==> config.mk <==
export PLATFORM = sky130hd
export DESIGN_NAME = async_usart
export DESIGN_NICKNAME = d
export VERILOG_FILES = /design/src/rtl/usart_pkg.sv /design/src/rtl/usart_tx.sv /design/src/rtl/usart_rx.sv /design/src/rtl/usart_rxbuf.sv /design/src/rtl/async_usart.sv
export SDC_FILE = /design/constraint.sdc
export NUM_CORES = 1
export LEC_CHECK = 0
export CORE_UTILIZATION = 45
export DETAILED_ROUTE_END_ITERATION = 10
export GPL_TIMING_DRIVEN = 1
export SYNTH_ARGS = -nofsm -noshare
export SYNTH_HDL_FRONTEND = slang
export SYNTH_HIERARCHICAL = 1
export SYNTH_SLANG_ARGS = --single-unit
==> constraint.sdc <==
create_clock -name clk -period 7.9 [get_ports clk]
set_input_delay 1.975 -clock clk [delete_from_list [all_inputs] [get_ports clk]]
set_output_delay 1.975 -clock clk [all_outputs]
set_load 0.1 [all_outputs]
==> src/rtl/usart_pkg.sv <==
package usart_pkg;

  localparam int DW = 8;   // widest character
  localparam int CW = 8;   // tick counters, up to two 64-tick bit times
  localparam int IW = 4;   // bit index within a frame

  typedef struct packed {
    logic [1:0] len;
    logic       par_en;
    logic       par_odd;
    logic [1:0] stop;
    logic [1:0] mult;
  } usart_cfg_t;

  function automatic logic [CW-1:0] bit_ticks(input logic [1:0] mult);
    case (mult)
      2'd0:    return CW'(1);
      2'd1:    return CW'(16);
      default: return CW'(64);
    endcase
  endfunction

  function automatic logic [CW-1:0] stop_ticks(input logic [1:0] mult, input logic [1:0] stop);
    logic [CW-1:0] m;
    m = bit_ticks(mult);
    case (stop)
      2'd0:    return m;
      2'd1:    return m + (m >> 1);
      default: return m << 1;
    endcase
  endfunction

  function automatic logic [IW-1:0] data_bits(input logic [1:0] len);
    return IW'(5) + IW'(len);
  endfunction

  function automatic logic [DW-1:0] len_mask(input logic [1:0] len);
    return DW'((9'd1 << data_bits(len)) - 9'd1);
  endfunction

  function automatic logic parity_of(input logic [DW-1:0] d, input logic [1:0] len,
                                     input logic odd);
    return (^(d & len_mask(len))) ^ odd;
  endfunction

  // bits that follow the start bit: data LSB first, optional parity, ones above
  function automatic logic [DW:0] tx_frame(input logic [DW-1:0] d, input logic [1:0] len,
                                           input logic par_en, input logic par_odd);
    logic [DW:0] f;
    f = '1;
    for (int i = 0; i < DW; i++)
      if (i < int'(data_bits(len))) f[i] = d[i];
    if (par_en) f[data_bits(len)] = parity_of(d, len, par_odd);
    return f;
  endfunction

  function automatic logic [DW-1:0] rx_align(input logic [DW-1:0] sh, input logic [1:0] len);
    return sh >> (IW'(DW) - data_bits(len));
  endfunction

endpackage

==> src/rtl/usart_tx.sv <==
module usart_tx
  import usart_pkg::*;
(
  input  logic             clk,
  input  logic             rst_n,
  input  logic             tick,
  input  usart_cfg_t       cfg,
  input  logic             wr,
  input  logic [DW-1:0]    wr_data,
  input  logic             brk,
  output logic             txd,
  output logic             ready,
  output logic             empty,
  output logic             load_evt
);

  typedef enum logic [1:0] {TX_IDLE, TX_BITS, TX_STOP} tx_st_e;

  tx_st_e        st;
  logic [DW-1:0] thr;
  logic          thr_full;
  logic [DW:0]   sh;
  logic [IW-1:0] left;
  logic [CW-1:0] tcnt;
  logic          txq;
  logic [CW-1:0] m_ticks, s_ticks;
  logic          bit_end, stop_end;

  assign m_ticks  = bit_ticks(cfg.mult);
  assign s_ticks  = stop_ticks(cfg.mult, cfg.stop);
  assign bit_end  = tick && (st == TX_BITS) && (tcnt == m_ticks - 1'b1);
  assign stop_end = tick && (st == TX_STOP) && (tcnt == s_ticks - 1'b1);
  assign load_evt = thr_full && ((tick && (st == TX_IDLE)) || stop_end);

  always_ff @(posedge clk) begin
    if (!rst_n) begin
      st       <= TX_IDLE;
      thr      <= '0;
      thr_full <= 1'b0;
      sh       <= '1;
      left     <= '0;
      tcnt     <= '0;
      txq      <= 1'b1;
    end else begin
      if (wr && !thr_full) begin
        thr      <= wr_data;
        thr_full <= 1'b1;
      end else if (load_evt) begin
        thr_full <= 1'b0;
      end

      if (load_evt) begin
        st   <= TX_BITS;
        txq  <= 1'b0;
        sh   <= tx_frame(thr, cfg.len, cfg.par_en, cfg.par_odd);
        left <= data_bits(cfg.len) + IW'(cfg.par_en);
        tcnt <= '0;
      end else if (stop_end) begin
        st   <= TX_IDLE;
        tcnt <= '0;
      end else if (bit_end) begin
        tcnt <= '0;
        if (left == '0) begin
          st  <= TX_STOP;
          txq <= 1'b1;
        end else begin
          txq  <= sh[0];
          sh   <= {1'b1, sh[DW:1]};
          left <= left - 1'b1;
        end
      end else if (tick && (st != TX_IDLE)) begin
        tcnt <= tcnt + 1'b1;
      end
    end
  end

  assign ready = !thr_full;
  assign empty = !thr_full && (st == TX_IDLE);
  assign txd   = brk ? 1'b0 : txq;


  empty_implies_ready_chk: assert property (@(posedge clk) disable iff (!rst_n)
    empty |-> ready);


  write_while_full_chk: assert property (@(posedge clk) disable iff (!rst_n)
    (wr && !ready) |=> $stable(thr));


  bit_count_range_chk: assert property (@(posedge clk) disable iff (!rst_n)
    (st == TX_BITS) |-> (tcnt < m_ticks));

endmodule

==> src/rtl/usart_rx.sv <==
module usart_rx
  import usart_pkg::*;
(
  input  logic             clk,
  input  logic             rst_n,
  input  logic             tick,
  input  logic [1:0]       len,
  input  logic             par_en,
  input  logic             par_odd,
  input  logic [1:0]       mult,
  input  logic             rxd_in,
  output logic             done,
  output logic [DW-1:0]    d_out,
  output logic             perr,
  output logic             ferr,
  output logic             brk_evt,
  output logic             brk_end,
  output logic             false_evt
);

  typedef enum logic [1:0] {RX_IDLE, RX_START, RX_BITS, RX_BRK} rx_st_e;

  rx_st_e        st;
  logic [1:0]    sy;
  logic          rx;
  logic [CW-1:0] cnt;
  logic [DW-1:0] sh;
  logic [IW-1:0] idx;
  logic          any_high;
  logic          par_rx;
  logic [CW-1:0] m_ticks;
  logic [IW-1:0] n_bits;
  logic          sample, is_stop;

  assign rx      = sy[1];
  assign m_ticks = bit_ticks(mult);
  assign n_bits  = data_bits(len);
  assign sample  = tick && (st == RX_BITS) && (cnt == m_ticks - 1'b1);
  assign is_stop = (idx == n_bits + IW'(par_en));

  assign done      = sample && is_stop;
  assign d_out     = rx_align(sh, len);
  assign perr      = par_en && (par_rx != parity_of(d_out, len, par_odd));
  assign ferr      = !rx;
  assign brk_evt   = done && !rx && !any_high;
  assign brk_end   = tick && (st == RX_BRK) && rx;
  assign false_evt = tick && (st == RX_START) && (cnt == (m_ticks >> 1)) && rx;

  always_ff @(posedge clk) begin
    if (!rst_n) begin
      sy <= 2'b11;
    end else begin
      sy <= {sy[0], rxd_in};
    end
  end

  always_ff @(posedge clk) begin
    if (!rst_n) begin
      st       <= RX_IDLE;
      cnt      <= '0;
      sh       <= '0;
      idx      <= '0;
      any_high <= 1'b0;
      par_rx   <= 1'b0;
    end else begin
      case (st)
        RX_IDLE: begin
          if (tick && !rx) begin
            idx      <= '0;
            any_high <= 1'b0;
            if (m_ticks == CW'(1)) begin
              st  <= RX_BITS;
              cnt <= '0;
            end else begin
              st  <= RX_START;
              cnt <= CW'(1);
            end
          end
        end
        RX_START: begin
          if (tick) begin
            if (cnt == (m_ticks >> 1)) begin
              cnt <= '0;
              st  <= rx ? RX_IDLE : RX_BITS;
            end else begin
              cnt <= cnt + 1'b1;
            end
          end
        end
        RX_BITS: begin
          if (tick) begin
            if (cnt == m_ticks - 1'b1) begin
              cnt      <= '0;
              idx      <= idx + 1'b1;
              any_high <= any_high | rx;
              if (idx < n_bits)  sh     <= {rx, sh[DW-1:1]};
              else if (!is_stop) par_rx <= rx;
              if (is_stop) st <= brk_evt ? RX_BRK : RX_IDLE;
            end else begin
              cnt <= cnt + 1'b1;
            end
          end
        end
        default: begin
          if (brk_end) st <= RX_IDLE;
        end
      endcase
    end
  end

endmodule

==> src/rtl/usart_rxbuf.sv <==
module usart_rxbuf
  import usart_pkg::*;
(
  input  logic          clk,
  input  logic          rst_n,
  input  logic          done,
  input  logic [DW-1:0] d_in,
  input  logic          perr,
  input  logic          ferr,
  input  logic          brk_evt,
  input  logic          brk_end,
  input  logic          rd,
  input  logic          clr,
  output logic [DW-1:0] data,
  output logic          ready,
  output logic          perr_f,
  output logic          ovr_f,
  output logic          ferr_f,
  output logic          brk_f
);

  always_ff @(posedge clk) begin
    if (!rst_n) begin
      data   <= '0;
      ready  <= 1'b0;
      perr_f <= 1'b0;
      ovr_f  <= 1'b0;
      ferr_f <= 1'b0;
      brk_f  <= 1'b0;
    end else begin
      if (done) data <= d_in;
      ready  <= done | (ready & ~rd);
      ovr_f  <= (ovr_f & ~clr) | (done & ready & ~rd);
      perr_f <= (perr_f & ~clr) | (done & perr);
      ferr_f <= (ferr_f & ~clr) | (done & ferr);
      brk_f  <= brk_evt | (brk_f & ~brk_end);
    end
  end


  overrun_set_chk: assert property (@(posedge clk) disable iff (!rst_n)
    (done && ready && !rd) |=> ovr_f);


  framing_set_chk: assert property (@(posedge clk) disable iff (!rst_n)
    (done && ferr) |=> ferr_f);


  break_set_chk: assert property (@(posedge clk) disable iff (!rst_n)
    brk_evt |=> brk_f);


  overrun_sticky_chk: assert property (@(posedge clk) disable iff (!rst_n)
    (ovr_f && !clr) |=> ovr_f);

endmodule

==> src/rtl/async_usart.sv <==
module async_usart
  import usart_pkg::*;
(
  input  logic          clk,
  input  logic          rst_n,
  input  logic          sclk_en,
  input  logic [1:0]    char_len,
  input  logic          parity_en,
  input  logic          parity_odd,
  input  logic [1:0]    stop_sel,
  input  logic [1:0]    clk_mult,
  input  logic          send_break,
  input  logic [7:0]    tx_data,
  input  logic          tx_write,
  output logic          tx_ready,
  output logic          tx_empty,
  output logic          txd,
  input  logic          rxd,
  input  logic          rx_read,
  output logic [7:0]    rx_data,
  output logic          rx_ready,
  input  logic          err_clr,
  output logic          parity_err,
  output logic          overrun_err,
  output logic          framing_err,
  output logic          break_det
);

  usart_cfg_t    cfg;
  logic          tx_load;
  logic          rx_done, rx_perr, rx_ferr, rx_brk, rx_brk_end, rx_false;
  logic [DW-1:0] rx_word;

  assign cfg = {char_len, parity_en, parity_odd, stop_sel, clk_mult};

  usart_tx u_tx (
    .clk      (clk),
    .rst_n    (rst_n),
    .tick     (sclk_en),
    .cfg      (cfg),
    .wr       (tx_write),
    .wr_data  (tx_data),
    .brk      (send_break),
    .txd      (txd),
    .ready    (tx_ready),
    .empty    (tx_empty),
    .load_evt (tx_load)
  );

  usart_rx u_rx (
    .clk       (clk),
    .rst_n     (rst_n),
    .tick      (sclk_en),
    .len       (char_len),
    .par_en    (parity_en),
    .par_odd   (parity_odd),
    .mult      (clk_mult),
    .rxd_in    (rxd),
    .done      (rx_done),
    .d_out     (rx_word),
    .perr      (rx_perr),
    .ferr      (rx_ferr),
    .brk_evt   (rx_brk),
    .brk_end   (rx_brk_end),
    .false_evt (rx_false)
  );

  usart_rxbuf u_rxbuf (
    .clk     (clk),
    .rst_n   (rst_n),
    .done    (rx_done),
    .d_in    (rx_word),
    .perr    (rx_perr),
    .ferr    (rx_ferr),
    .brk_evt (rx_brk),
    .brk_end (rx_brk_end),
    .rd      (rx_read),
    .clr     (err_clr),
    .data    (rx_data),
    .ready   (rx_ready),
    .perr_f  (parity_err),
    .ovr_f   (overrun_err),
    .ferr_f  (framing_err),
    .brk_f   (break_det)
  );


  load_needs_full_chk: assert property (@(posedge clk) disable iff (!rst_n)
    tx_load |-> !tx_ready);


  false_start_no_char_chk: assert property (@(posedge clk) disable iff (!rst_n)
    rx_false |=> !rx_done);

endmodule

==> flow_summary.yaml, run 1 <==
place:
  dp_cells: 679
  hpwl_microns: 7100
  numPortBuffers: 39
  gp_congestion: 0.807
sta:
  tightest_slew_ns: 1.13
  max_freq_mhz: 179
  rsz0062_at_grt: "no"
  tns_ns: 0
  hold_viol_final: 0
  setup_viol: 0
  final.period_utilization: 0.706
  skew_ns: 0.00825
  maxSlewViolCount: 0
  relSlewSlack: 0.243
  period_minus_slack_ns: 5.58
clocking:
  cts_made_buffers: 9
  h-tree-depth: 3
  hold_buffers: 0
  clock_latency_ns: 0.36
  cts.path.max_buffers: 2
  clk_pin_slew_ns: 0.07
  tritoncts: "yes"
  clock_sinks: 72
  cts-resized-gates: 0
  ctsRootBufferMaster: "clkbuf_8"
  post_cts_buffers: 0
drt:
  drt_pass1_iterations: 5
  antenna_left: 0
  drc: 0
  routed_wl_microns: 9820
  drt-initial-drc-count: 181
  vias: 3740
  routedWlPerCell_microns: 14.1
  vias_per_cell: 5.38
floorplan:
  die_area_sq_mm: 0.0112
  fp.dieH_microns: 106
  fp-row-count: 37
  die_w_microns: 106
  ios: 40
  design.core.area_sq_mm: 0.0104
  initial_core_util: 0.466
critical_path:
  path_class: "in -> out"
  crit_start: "send_break"
  cp_data_arrival_time_ns: 3.60
  r2r_start: "u_tx/tcnt[2]$_SDFFE_PP0P_"
  worst_ep_required_time_ns: 5.93
  r2r-end: "u_tx/sh[8]$_SDFFE_PN1P_"
  crit_end: "txd"
  crit_fanout: 1
  rrSetupSlack_ns: 5.08
  critPathCaptureType: "output pin"
  startpoint_type: "primary input"
  worst-r2r-cell-count: 6
global_route:
  grt_first_pass_wirelength_microns: 17100
  track_usage: 0.191
  grt_max_degree: 64
  grt_pass1_vias: 3645
  antenna_found_initial: 0
  grt_overflow: 0
run:
  drv_cap: 0
finish:
  drive_gt1_frac: 0.0894
  area_growth_pct: 12.6
  diodes: 0
  finalNetCount: 611
  final.fill_count: 963
  seqCellArea_sq_mm: 0.00144
  stdcell_count: 695
  multi_input_area_sq_mm: 0.00314
yosys:
  yosysWarnings: 6
  syn_nets: 583
  syn_area_sq_mm: 0.00483
  synth_cells: 526
  avgSynthCellArea_sq_um: 9.18
power_and_ir_drop:
  p_leak_nw: 2.04
  max-vdd-ir-drop_v: 0.0000941
  power_density_mw_per_mm2: 142
min_path:
  hold_path.class: "reg -> reg"
status:
  status: "completed"
[layer usage]
metal | track usage | part of all wire
met5 | 0 | 0
met4 | 0.0823 | 0.019
met3 | 0.0353 | 0.033
met2 | 0.305 | 0.45
met1 | 0.253 | 0.49
[worst max-delay path: stages]
cell             delay, ns
clkdlybuf4s50_1       0.40
nor2b_1               0.10
clkdlybuf4s50_1       1.13
[cell usage in the layout (no fill, tap or decap), drive strengths merged, types with 3 or more instances in the layout]
| cell | count |
|---|---|
| dfxtp | 72 |
| nand2 | 45 |
| mux2i | 39 |
| clkdlybuf4s50 | 38 |
| ha | 31 |
| inv | 30 |
| nor2 | 27 |
| nor2b | 27 |
| a21oi | 17 |
| o21ai | 16 |
| xor2 | 15 |
| clkbuf | 13 |
| xnor2 | 12 |
| and2 | 12 |
| nand2b | 12 |
| a21boi | 12 |
| nand3 | 11 |
| nand4 | 11 |
| nor3 | 11 |
| nor3b | 10 |
| mux2 | 8 |
| o21a | 7 |
| and3 | 7 |
| or3 | 6 |
| o211ai | 5 |
| xnor3 | 4 |
| o2111ai | 4 |
| clkinv | 3 |
| nand3b | 3 |
| nor4 | 3 |
| or3b | 3 |
| a2111oi | 3 |
| a211oi | 3 |
[sequential cells by signal, indices dropped and copies added, names as in the netlist, 2 cells and up]
name          flops
u_tx/sh           9
u_rx/cnt          8
u_rx/sh           8
u_rxbuf/data      8
u_tx/tcnt         8
u_tx/thr          8
u_rx/idx          4
u_tx/left         4
u_rx/st           2
u_rx/sy           2
u_tx/st           2
[cell type report]
class / instances / area share
Timing Repair Buffer: 40 / 0.0722
Tap cell: 136 / 0.0313
Clock buffer: 13 / 0.0310
Inverter: 30 / 0.0207
Clock inverter: 3 / 0.00276
Multi-Input combinational cell: 401 / 0.577
Sequential cell: 72 / 0.265
[how the worst min path moves through the flow]
stage	startpoint	to	slack, ns	depth (start not counted)
5_1_grt	u_rx/sy[0]$_SDFF_PN1_	u_rx/sy[1]$_SDFF_PN1_	0.44	1
3_5_place_dp	u_rx/sy[0]$_SDFF_PN1_	u_rx/sy[1]$_SDFF_PN1_	0.41	1
6_report	u_rx/sy[0]$_SDFF_PN1_	u_rx/sy[1]$_SDFF_PN1_	0.42	1
2_1_floorplan	u_rx/sy[0]$_SDFF_PN1_	u_rx/sy[1]$_SDFF_PN1_	0.39	1
3_3_place_gp	u_rx/sy[0]$_SDFF_PN1_	u_rx/sy[1]$_SDFF_PN1_	0.40	1
4_1_cts	u_rx/sy[0]$_SDFF_PN1_	u_rx/sy[1]$_SDFF_PN1_	0.43	1
[stage by stage]
step / total power, mW / instance area (sq um) / setup WS [ns] / hold WS [ns] / utilization
after floorplan: 0.474 / 4830 / 2.61 / 0.386 / -
after global placement: 0.507 / 5260 / 2.19 / 0.402 / 0.507
after detailed placement: 0.509 / 5260 / 2.02 / 0.405 / 0.507
after CTS: 0.788 / 5440 / 2.32 / 0.428 / 0.525
after global routing: 0.814 / 5440 / 2.04 / 0.444 / 0.525
final: 0.775 / 5440 / 2.32 / 0.423 / 0.525
[power breakdown]
group          internal [mW]  switching [mW]
sequential             0.370         0.00701
combinational         0.0542          0.0692
clock                  0.138           0.136
Power figures use the tool's default switching activity.
==> inputs of run 2 (changes only) <==
==> constraint.sdc (replaced) <==
create_clock -name clk -period 5.6 [get_ports clk]
set_input_delay 1.4 -clock clk [delete_from_list [all_inputs] [get_ports clk]]
set_output_delay 1.4 -clock clk [all_outputs]
set_load 0.1 [all_outputs]
==> flow_summary.yaml, run 2 (synthesis gave the netlist of run 1 again) <==
critical_path:
  crit_end: "u_tx/sh[8]$_SDFFE_PN1P_"
  worst-r2r-cell-count: 7
  crit_fanout: 21
  r2r_start: "u_tx/tcnt[3]$_SDFFE_PP0P_"
  critPathCaptureType: "flip-flop"
  path_class: "in -> reg"
  cpMaxStageDelayCell: "clkdlybuf4s50_1"
  cp_slowest_stage_delay_ns: 0.75
  path_cells: "clkdlybuf4s50_1 -> nor3b_1 -> nand2_1 -> ha_1 -> xnor2_1 -> a2111oi_0 -> o2111ai_2 -> a221oi_4 -> buf_4 -> and4_1 -> o21ai_0"
  cp_data_arrival_time_ns: 4.89
  startpoint_type: "primary input"
  r2r-end: "u_tx/sh[8]$_SDFFE_PN1P_"
  crit_start: "clk_mult[0]"
  rrSetupSlack_ns: 3.01
  worst_ep_required_time_ns: 5.82
clocking:
  tritoncts: "yes"
  h-tree-depth: 3
  clk_pin_slew_ns: 0.07
  clock_latency_ns: 0.35
  cts-resized-gates: 0
  cts_made_buffers: 9
  post_cts_buffers: 0
  hold_buffers: 0
  ctsRootBufferMaster: "clkbuf_8"
  clock_sinks: 72
  cts.path.max_buffers: 2
finish:
  final_common_cell: "dfxtp_1"
  seqCellArea_sq_mm: 0.00144
  stdcell_count: 698
  largest-register: "u_tx/sh"
  drive_gt1_frac: 0.0961
  area_growth_pct: 14.0
  finish.instance_area_sq_mm: 0.00550
  diodes: 0
  multi_input_area_sq_mm: 0.00314
  mostFrequentLayoutCells: "72 x dfxtp_1, 45 x nand2_1, 39 x mux2i_1"
  final.fill_count: 963
  largest_register_ffs: 9
  finalNetCount: 615
floorplan:
  fp-row-count: 37
  fp.dieH_microns: 106
  die_area_sq_mm: 0.0112
  die_w_microns: 106
  design.core.area_sq_mm: 0.0104
  ios: 40
  initial_core_util: 0.466
sta:
  tns_ns: 0
  skew_ns: 0.00564
  setup_ws_ns: 0.923
  holdWs_ns: 0.415
  setup_viol: 0
  hold_viol_final: 0
  final.period_utilization: 0.835
  relSlewSlack: 0.351
  period_minus_slack_ns: 4.68
  rsz0062_at_grt: "no"
  tightest_slew_ns: 0.970
  max_freq_mhz: 214
  maxSlewViolCount: 0
power_and_ir_drop:
  max-vdd-ir-drop_v: 0.000107
  p_leak_nw: 2.07
  power_density_mw_per_mm2: 212
drt:
  vias: 3702
  dr_wl_met3_microns: 252
  top_layer: "met4"
  vias_per_cell: 5.30
  drc: 0
  routed_wl_microns: 9820
  drt-initial-drc-count: 146
  drt-met1-wl_microns: 4830
  wl_met2_microns: 4560
  drt_pass1_iterations: 5
  routedWlPerCell_microns: 14.1
  antenna_left: 0
place:
  preCtsSetupSlack_ns: 0.584
  dp_cells: 683
  place_area_sq_mm: 0.00528
  hpwl_microns: 7150
  gp_congestion: 0.812
  numPortBuffers: 39
global_route:
  grt_pass1_vias: 3679
  track_usage: 0.191
  grt_max_degree: 48
  grt_overflow: 0
  antenna_found_initial: 0
  grt_first_pass_wirelength_microns: 17200
run:
  drv_cap: 0
status:
  status: "completed"
min_path:
  hold_path.class: "reg -> reg"
## run 2: changes by cell type in the layout (fill, tap and decap cells not counted), sizes merged
cell / change
clkdlybuf4s50: -1
clkinv: -2
bufinv: +2
clkbuf: -1
buf: +5
## run 2: how the worst min path moves through the flow
| stage | start | end | depth (start not counted) |
|---|---|---|---|
| after floorplan | u_rx/sy[0]$_SDFF_PN1_ | u_rx/sy[1]$_SDFF_PN1_ | 1 |
| after global placement | u_rx/sy[0]$_SDFF_PN1_ | u_rx/sy[1]$_SDFF_PN1_ | 1 |
| after detailed placement | u_rx/sy[0]$_SDFF_PN1_ | u_rx/sy[1]$_SDFF_PN1_ | 1 |
| after CTS | u_rx/sy[0]$_SDFF_PN1_ | u_rx/sy[1]$_SDFF_PN1_ | 1 |
| after global routing | u_rx/sy[0]$_SDFF_PN1_ | u_rx/sy[1]$_SDFF_PN1_ | 1 |
| final | u_rx/sy[0]$_SDFF_PN1_ | u_rx/sy[1]$_SDFF_PN1_ | 1 |
## run 2: per-layer routing
layer  track usage  up-vias
met2         0.317       49
li1              -     1918
met5             0        -
met3        0.0247       18
met1         0.249     1717
met4        0.0843        0
## run 2: worst max-delay path, delay by kind of cell
kind | cells | cell delay [ns]
AND/OR/NAND/NOR | 3 | 0.68
adder cells (fa/ha/maj) | 1 | 0.29
AO/OA/AOI/OAI | 4 | 1.31
buffers and inverters | 2 | 1.06
XOR/XNOR | 1 | 0.13
## run 2: metrics by stage
step | total power, mW | utilization
6_report | 1.17 | 0.531
2_1_floorplan | 0.668 | -
3_5_place_dp | 0.718 | 0.510
5_1_grt | 1.22 | 0.531
3_3_place_gp | 0.715 | 0.510
4_1_cts | 1.18 | 0.531
## run 2: area by class of cell
| cell class | instances | share of cell area |
|---|---|---|
| inverters | 30 | 0.0205 |
| clock inverters | 3 | 0.0118 |
| flip-flops and latches | 72 | 0.262 |
| clock buffers | 12 | 0.0282 |
| multi-input cells | 401 | 0.570 |
| repair buffers | 44 | 0.0764 |
| well taps | 136 | 0.0309 |
## run 2: report_power, final
group	total (mW)	switching, mW	internal (mW)
sequential	0.532	0.00995	0.522
combinational	0.174	0.0968	0.0768
clock	0.461	0.188	0.272
total	1.17	0.295	0.871
==> inputs of run 3 (changes only) <==
--- a/config.mk
+++ b/config.mk
@@ -8,6 +8,7 @@
 export CORE_UTILIZATION = 45
 export DETAILED_ROUTE_END_ITERATION = 10
 export GPL_TIMING_DRIVEN = 1
+export PLACE_DENSITY = 0.67
 export SYNTH_ARGS = -nofsm -noshare
 export SYNTH_HDL_FRONTEND = slang
 export SYNTH_HIERARCHICAL = 1
==> constraint.sdc (replaced) <==
create_clock -name clk -period 4 [get_ports clk]
set_input_delay 1 -clock clk [delete_from_list [all_inputs] [get_ports clk]]
set_output_delay 1 -clock clk [all_outputs]
set_load 0.1 [all_outputs]
==> flow_summary.yaml, run 3 (synthesis gave the netlist of run 1 again) <==
status:
  status: "completed"
finish:
  fin_util: 0.540
  drive_gt1_frac: 0.117
  final_common_cell: "dfxtp_1"
  diodes: 0
  final.fill_count: 974
  mostFrequentLayoutCells: "72 x dfxtp_1, 45 x nand2_1, 39 x mux2i_1"
  largest-register: "u_tx/sh"
  area_growth_pct: 15.9
  largest_register_ffs: 9
  finalNetCount: 626
power_and_ir_drop:
  p_seq_frac: 0.452
  switchingPower_mw: 0.435
  p_leak_nw: 2.13
  power_density_mw_per_mm2: 294
  p_clk_frac: 0.394
  swShare: 0.264
  p_int_mw: 1.21
  pwr-share-comb: 0.154
  max-vdd-ir-drop_v: 0.000156
sta:
  rsz0062_at_grt: "no"
  max_freq_mhz: 267
  period_minus_slack_ns: 3.75
  hold_viol_final: 0
  final.period_utilization: 0.936
  setup_ws_ns: 0.254
  tightest_slew_ns: 0.982
  maxSlewViolCount: 0
  tns_ns: 0
  relSlewSlack: 0.343
  setup_viol: 0
  skew_ns: 0.0128
min_path:
  hold_path.class: "reg -> reg"
floorplan:
  fp-row-count: 37
  fp.dieH_microns: 106
  design.core.area_sq_mm: 0.0104
  die_area_sq_mm: 0.0112
  initial_core_util: 0.466
  die_w_microns: 106
  ios: 40
drt:
  antenna_left: 0
  vias_per_cell: 5.44
  routed_wl_microns: 9900
  vias: 3864
  drc: 0
  drt_pass1_iterations: 4
  routedWlPerCell_microns: 13.9
  drt-initial-drc-count: 139
clocking:
  post_cts_buffers: 0
  clk_pin_slew_ns: 0.07
  cts-resized-gates: 0
  cts_made_buffers: 9
  h-tree-depth: 3
  ctsRootBufferMaster: "clkbuf_8"
  clock_sinks: 72
  clock_latency_ns: 0.35
  tritoncts: "yes"
  hold_buffers: 0
  cts.path.max_buffers: 2
critical_path:
  worst_ep_required_time_ns: 4.21
  path_class: "in -> reg"
  startpoint_type: "primary input"
  critPathCaptureType: "flip-flop"
  path_cells: "clkdlybuf4s50_1 -> nor3b_1 -> nand2_1 -> ha_1 -> xnor2_1 -> a2111oi_0 -> o2111ai_2 -> a221oi_4 -> buf_12 -> mux2i_1 -> nand2_1"
  cp_data_arrival_time_ns: 3.95
  cpMostUsedCell: "nand2_1"
  crit_fanout: 21
  cpMaxStageDelayCell: "a2111oi_0"
  cp_slowest_stage_delay_ns: 0.57
global_route:
  grt_first_pass_wirelength_microns: 17200
  antenna_found_initial: 0
  grt_pass1_vias: 3664
  track_usage: 0.190
  grt_max_degree: 39
  grt_overflow: 0
place:
  hpwl_microns: 7340
  gp_congestion: 0.857
  preCtsSetupSlack_ns: -0.105
  numPortBuffers: 39
run:
  drv_cap: 0
[run 3: cell types whose count changed in the layout (fill, tap and decap cells not counted)]
cell	change
clkbuf_1	-1
buf_12	+1
clkinvlp_4	+1
clkinv_2	+2
buf_4	+10
clkbuf_8	-1
[run 3: through the flow]
step                      total power, mW  hold WS [ns]  cell area [sq um]  cells
after floorplan                     0.935         0.386               4830    526
after global placement               1.01         0.416               5380    694
after detailed placement             1.02         0.407               5380    694
after CTS                            1.67         0.428               5600    710
after global routing                 1.72         0.430               5600    710
final                                1.65         0.417               5600    710
[run 3: power groups by stage]
stage               clock, mW  combinational, mW  sequential (mW)
floorplan                   0              0.179            0.757
global placement            0              0.249            0.761
detailed placement          0              0.254            0.762
CTS                     0.666              0.255            0.745
global route            0.697              0.281            0.747
finish                  0.649              0.253            0.745
[run 3: final cells by class]
class                      instances  area, sq um  area share
inverter                          30          113      0.0201
multi-input combinational        401         3140       0.561
tap                              136          170      0.0304
sequential                        72         1440       0.257
timing repair buffer              55          515      0.0921
clock buffer                      10          138      0.0246
clock inverter                     6         82.6      0.0147
[run 3: final timing paths]
path                                   from                      end  slack, ns  cells past startpoint
setup / recovery                clk_mult[0]  u_tx/sh[1]$_SDFFE_PN1P_       0.25                     11
hold / removal        u_rx/sy[0]$_SDFF_PN1_    u_rx/sy[1]$_SDFF_PN1_       0.42                      1
setup reg to reg  u_tx/tcnt[0]$_SDFFE_PP0P_  u_tx/sh[1]$_SDFFE_PN1P_       1.49                      6
hold reg to reg       u_rx/sy[0]$_SDFF_PN1_    u_rx/sy[1]$_SDFF_PN1_       0.42                      1
[run 3: worst max-delay path, delay by kind of cell]
family	cells	cell delay, ns
buffers and inverters	2	0.71
AOI/OAI and AO/OA	3	1.19
xor gates and xnor gates	1	0.12
adders and majority gates	1	0.28
muxes	1	0.21
and+or+nand+nor	3	0.42
[run 3: layer usage]
layer	global-route usage	vias to the layer above	routed length (microns)
met5	0	-	0
met4	0.0863	0	252
met3	0.0291	23	279
met2	0.308	68	4650
met1	0.250	1836	4720
li1	-	1937	-
